`src/rtl/dmarr_pkg.sv`:
```
package dmarr_pkg;
  localparam int CTRL_W   = 8;
  localparam int SEL_W    = 3;
  localparam int NUM_SER  = 2;
  localparam int ALT_BIT  = 7;
  localparam int FLAG_BIT = 6;
  // Code of the channel-0 request inside channel 1's source list
  localparam int CODE_SHARED = NUM_SER + 1;
  localparam int NUM_CODES   = NUM_SER + 2;

  typedef struct packed {
    logic             alt_en;
    logic             sel_ch1;
    logic [SEL_W-1:0] src;
  } ctrl_t;
endpackage

```
`src/rtl/dmarr_rst_sync.sv`:
```
module dmarr_rst_sync (
  input  logic clk,
  input  logic rst_n,
  output logic rst_sync_n
);
  logic [1:0] sync_q;

  always_ff @(posedge clk or negedge rst_n) begin
    if (!rst_n) sync_q <= 2'b00;
    else        sync_q <= {sync_q[0], 1'b1};
  end

  assign rst_sync_n = sync_q[1];
endmodule

```
`src/rtl/dmarr_ctrl_reg.sv`:
```
module dmarr_ctrl_reg
  import dmarr_pkg::*;
(
  input  logic              clk,
  input  logic              rst_n,
  input  logic              wr_en,
  input  logic [CTRL_W-1:0] wr_data,
  input  logic              tc0,
  input  logic              tc1,
  output ctrl_t             ctrl_q,
  output logic [CTRL_W-1:0] rd_data
);
  ctrl_t ctrl_d;
  logic  upd_en;

  // Next state: a write overrides any terminal-count update
  always_comb begin
    ctrl_d = ctrl_q;
    if (wr_en) begin
      ctrl_d.alt_en  = wr_data[ALT_BIT];
      ctrl_d.sel_ch1 = wr_data[FLAG_BIT];
      ctrl_d.src     = wr_data[SEL_W-1:0];
    end else if (ctrl_q.alt_en) begin
      unique case ({tc1, tc0})
        2'b01:   ctrl_d.sel_ch1 = 1'b1;
        2'b10:   ctrl_d.sel_ch1 = 1'b0;
        2'b11:   ctrl_d.sel_ch1 = ~ctrl_q.sel_ch1;
        default: ctrl_d.sel_ch1 = ctrl_q.sel_ch1;
      endcase
    end
  end

  assign upd_en = wr_en | (ctrl_q.alt_en & (tc0 | tc1));

  always_ff @(posedge clk or negedge rst_n) begin
    if (!rst_n)      ctrl_q <= '0;
    else if (upd_en) ctrl_q <= ctrl_d;
  end

  always_comb begin
    rd_data                = '0;
    rd_data[ALT_BIT]       = ctrl_q.alt_en;
    rd_data[FLAG_BIT]      = ctrl_q.sel_ch1;
    rd_data[SEL_W-1:0]     = ctrl_q.src;
  end


  tc0_sets_flag_chk: assert property (@(posedge clk) disable iff (!rst_n)
    (!wr_en && ctrl_q.alt_en && tc0 && !tc1) |=> ctrl_q.sel_ch1);

  tc1_clears_flag_chk: assert property (@(posedge clk) disable iff (!rst_n)
    (!wr_en && ctrl_q.alt_en && !tc0 && tc1) |=> !ctrl_q.sel_ch1);

  both_tc_toggle_chk: assert property (@(posedge clk) disable iff (!rst_n)
    (!wr_en && ctrl_q.alt_en && tc0 && tc1) |=> (ctrl_q.sel_ch1 != $past(ctrl_q.sel_ch1)));

  no_alt_hold_chk: assert property (@(posedge clk) disable iff (!rst_n)
    (!wr_en && !ctrl_q.alt_en) |=> $stable(rd_data));

  write_wins_chk: assert property (@(posedge clk) disable iff (!rst_n)
    wr_en |=> (ctrl_q.sel_ch1 == $past(wr_data[FLAG_BIT])));
endmodule

```
`src/rtl/dmarr_src_mux.sv`:
```
module dmarr_src_mux
  import dmarr_pkg::*;
(
  input  logic [SEL_W-1:0]   code,
  input  logic               mode_rx,
  input  logic               ext_req0,
  input  logic               ext_req1,
  input  logic [NUM_SER-1:0] ser_tx,
  input  logic [NUM_SER-1:0] ser_rx,
  output logic               routed,
  output logic               shared
);
  logic [NUM_CODES-1:0] cand;

  assign cand[0]           = ext_req1;
  assign cand[CODE_SHARED] = ext_req0;

  for (genvar g = 0; g < NUM_SER; g++) begin : g_ser
    assign cand[g+1] = mode_rx ? ser_rx[g] : ser_tx[g];
  end

  // Codes past the candidate list are reserved and route nothing
  always_comb begin
    routed = 1'b0;
    for (int i = 0; i < NUM_CODES; i++) begin
      if (code == SEL_W'(i)) routed = cand[i];
    end
  end

  assign shared = (code == SEL_W'(CODE_SHARED));
endmodule

```
`src/rtl/dmarr_gate.sv`:
```
module dmarr_gate (
  input  logic sel_ch1,
  input  logic ext_req0,
  input  logic routed,
  input  logic shared,
  output logic ch0_req,
  output logic ch1_req
);
  always_comb begin
    if (sel_ch1) begin
      ch0_req = 1'b0;
      ch1_req = ext_req0;
    end else begin
      ch0_req = ext_req0;
      ch1_req = routed & ~shared;
    end
  end
endmodule

```
`src/rtl/dma_req_router.sv`:
```
module dma_req_router
  import dmarr_pkg::*;
(
  input  logic              clk,
  input  logic              rst_n,
  input  logic              reg_wr_en,
  input  logic [CTRL_W-1:0] reg_wr_data,
  output logic [CTRL_W-1:0] reg_rd_data,
  input  logic              ch1_mode_rx,
  input  logic              ext_req0,
  input  logic              ext_req1,
  input  logic [NUM_SER-1:0] ser_tx_req,
  input  logic [NUM_SER-1:0] ser_rx_req,
  input  logic              tc0,
  input  logic              tc1,
  output logic              ch0_req,
  output logic              ch1_req
);
  logic  rst_sync_n;
  ctrl_t ctrl_q;
  logic  routed;
  logic  shared;

  dmarr_rst_sync u_rst (
    .clk        (clk),
    .rst_n      (rst_n),
    .rst_sync_n (rst_sync_n)
  );

  dmarr_ctrl_reg u_ctrl (
    .clk     (clk),
    .rst_n   (rst_sync_n),
    .wr_en   (reg_wr_en),
    .wr_data (reg_wr_data),
    .tc0     (tc0),
    .tc1     (tc1),
    .ctrl_q  (ctrl_q),
    .rd_data (reg_rd_data)
  );

  dmarr_src_mux u_mux (
    .code     (ctrl_q.src),
    .mode_rx  (ch1_mode_rx),
    .ext_req0 (ext_req0),
    .ext_req1 (ext_req1),
    .ser_tx   (ser_tx_req),
    .ser_rx   (ser_rx_req),
    .routed   (routed),
    .shared   (shared)
  );

  dmarr_gate u_gate (
    .sel_ch1  (ctrl_q.sel_ch1),
    .ext_req0 (ext_req0),
    .routed   (routed),
    .shared   (shared),
    .ch0_req  (ch0_req),
    .ch1_req  (ch1_req)
  );


  steered_ch0_quiet_chk: assert property (@(posedge clk) disable iff (!rst_sync_n)
    ctrl_q.sel_ch1 |-> (!ch0_req && (ch1_req == ext_req0)));

  ch0_follows_chk: assert property (@(posedge clk) disable iff (!rst_sync_n)
    !ctrl_q.sel_ch1 |-> (ch0_req == ext_req0));

  reserved_quiet_chk: assert property (@(posedge clk) disable iff (!rst_sync_n)
    (!ctrl_q.sel_ch1 && (ctrl_q.src >= SEL_W'(CODE_SHARED))) |-> !ch1_req);
endmodule

```
`config.mk`:
```
export PLATFORM = sky130hd
export DESIGN_NAME = dma_req_router
export DESIGN_NICKNAME = d
export VERILOG_FILES = /design/src/rtl/dmarr_pkg.sv /design/src/rtl/dmarr_rst_sync.sv /design/src/rtl/dmarr_ctrl_reg.sv /design/src/rtl/dmarr_src_mux.sv /design/src/rtl/dmarr_gate.sv /design/src/rtl/dma_req_router.sv
export SDC_FILE = /design/constraint.sdc
export NUM_CORES = 1
export LEC_CHECK = 0
export ABC_AREA = 0
export BUFFER_PORTS_ARGS = -buffer_cell sky130_fd_sc_hd__buf_4
export CORE_AREA = 5 5 42 44
export DETAILED_ROUTE_END_ITERATION = 12
export DIE_AREA = 0 0 47 49
export SYNTH_ARGS = -nofsm -noshare
export SYNTH_HDL_FRONTEND = slang
export SYNTH_SLANG_ARGS = --single-unit
```
`constraint.sdc`:
```
create_clock -name clk -period 2.3 [get_ports clk]
set_input_delay 0 -clock clk [delete_from_list [all_inputs] [get_ports clk]]
set_output_delay 0 -clock clk [all_outputs]
set_load 0.05 [all_outputs]
```
==> impl_metrics.ini <==
[critical_path]
r2r_start = u_ctrl.ctrl_q[3]
path_class = flip-flop to output port
critical_path_arrival_ps = 1320
crit_path_top_delay_cell = dfrtp_1
worstPathRequired_ps = 2300
path_buf_inv = 1
cp_max_fo = 5
critPathLaunch = u_ctrl.ctrl_q[1]
endpoint_kind = output port
max_stage_delay_ps = 410
worstSetupStartpointType = flip-flop
cp_cell_sequence = nor2_1 > a211oi_1 > o31a_1 > buf_4
cpLargestDelayFamily = flip-flops

[layout]
fillers = 150
final_cell_mix = buf_4 (23), dfrtp_1 (7), dlygate4sd3_1 (6)
n_antenna_cell = 0
nNetsFinal = 81
synthToLayoutAreaGrowth_pct = 74.5
fin_cells = 76
design_area_sq_um = 601
final_common_cell = buf_4
layout-drive-gt1-share_pct = 50.0

[clock_network]
clock_latency_ps = 250
numCtsBuffers = 3
cts_sinks = 7
cts_hold_buf = 6
cts_resized = 0
max-clock-path-buffers = 2
cts_setup_buffers = 0
root_buffer = clkbuf_4
clkSlewWorstSetupHoldPaths_ps = 50
htreeDepth = 1
cts_tree = yes

[floorplanning]
die_area_sq_mm = 0.00230
core_sq_mm = 0.00140
start_util_pct = 24.6
die_width_um = 47
rows = 14
die_h_um = 49
pin_count = 30

[sta]
fin_ws_ps = 980
hold_violations = 0
fin_crit_sh_pct = 57.4
grt_setup_unrepaired = false
fin_tns_setup_ps = 0
slew_viol_final = 0
finalSetupViolations = 0
fin_worst_skew_ps = 1.08
finalCriticalPeriod_ps = 1320
max_freq_mhz = 757

[synth]
yosys_warnings = 0
ys_seq_area_share_pct = 50.9
ys_ff_latch = 7
netlist_area_sq_um = 344
synth_cell_types = 13
synth_cells = 29
avgSynthCellArea_sq_um = 11.9

[job]
drv_cap = 0

[pwr]
ir_drop_v = 0.000291
power_mw = 0.392
power.density_mw_per_mm2 = 653
p_leak_nw = 0.303

[route]
drt_pass1_iterations = 1
avgRoutedWirePerCell_um = 10.5
route.detailed.drc = 0
drtAntennaViolNets = 0
drt_iter0_drc = 0
postRouteWirelength_um = 801
post_drt_via_cell_ratio = 4.16
vias = 316

[global_routing]
grt_max_degree = 7
grt_usage_pct = 7.68
grt_pass1_vias = 315
grt_overflow = 0
antenna_found_initial = 0
grt_pass1_wl_um = 1240

[placement]
dp.cells = 66
gp_congestion = 0.639
dpl.hpwl_um = 655
io_buffer_count = 23
placed_cell_area_sq_um = 514
pre_cts_ws_ps = 1220

[status]
status = completed

[hold_path]
hold_class = input port to flip-flop
min_from = reg_wr_en
-- power breakdown --
| group | switching (mW) | internal [mW] | leakage (nW) | total [mW] |
|---|---|---|---|---|
| Sequential | 0.0123 | 0.134 | 0.0820 | 0.147 |
| Combinational | 0.0793 | 0.0569 | 0.206 | 0.136 |
| Clock | 0.0430 | 0.0661 | 0.0150 | 0.109 |
-- per-stage QoR --
step | hold slack (ps) | util, %
finish | 21.7 | 42.9
global route | 18.5 | 42.9
CTS | 19.3 | 42.9
detailed placement | -215 | 36.7
global placement | -217 | 36.7
floorplan | -296 | -
-- cell usage after synthesis (all sizes together) --
cell	count	area share, %
buf	4	8.7
a21o	1	2.2
nor3b	1	2.2
a21oi	1	1.5
mux2i	3	8.7
nor2	2	2.2
conb	2	2.2
a211oi	1	2.2
dfrtp	7	51
inv	1	1.1
a311oi	1	2.5
mux2	4	13
o31a	1	2.5
-- path summary, 6_finish.rpt --
kind,to,slack (ps),depth (start not counted)
max,ch1_req,980,4
min,u_ctrl.ctrl_q[3],20,2
max reg2reg,u_ctrl.ctrl_q[3],1380,3
min reg2reg,u_ctrl.ctrl_q[2],70,0
max in group asynchronous,u_ctrl.ctrl_q[1],2050,0
min in group asynchronous,u_ctrl.ctrl_q[2],70,0
-- flip-flops by register name, indices dropped and copies added (netlist names) --
| name | flops |
|---|---|
| u_ctrl.ctrl_q | 5 |
| u_rst.sync_q | 2 |
-- layout make-up --
cell class                      count  area (sq um)  area share [%]
Sequential cell                     7           175            29.2
Tap cell                           16          20.0            3.33
Inverter                            1          3.75           0.625
Timing Repair Buffer               29           233            38.7
Clock buffer                        4          26.3            4.38
Multi-Input combinational cell     19           143            23.8
-- metal layers --
| metal | vias to the layer above | routed length (um) | track usage, % |
|---|---|---|---|
| li1 | 156 | - | - |
| met1 | 145 | 269 | 7.92 |
| met2 | 15 | 409 | 11.3 |
| met3 | 0 | 122 | 2.95 |
| met4 | 0 | 0 | 6.91 |
| met5 | - | 0 | 0 |
-- cells by family (layout without fill, tap and decap cells) --
logic type / Yosys count / count (layout) / share of synthesized area, %
multiplexers: 7 / 7 / 21.8
flip-flops: 7 / 7 / 50.9
AO/OA/AOI/OAI: 5 / 5 / 10.9
buffers and inverters: 5 / 34 / 9.82
AND/OR/NAND/NOR: 3 / 3 / 4.37
other: 2 / 4 / 2.18
Note: power is estimated with default switching activity, not from simulation.
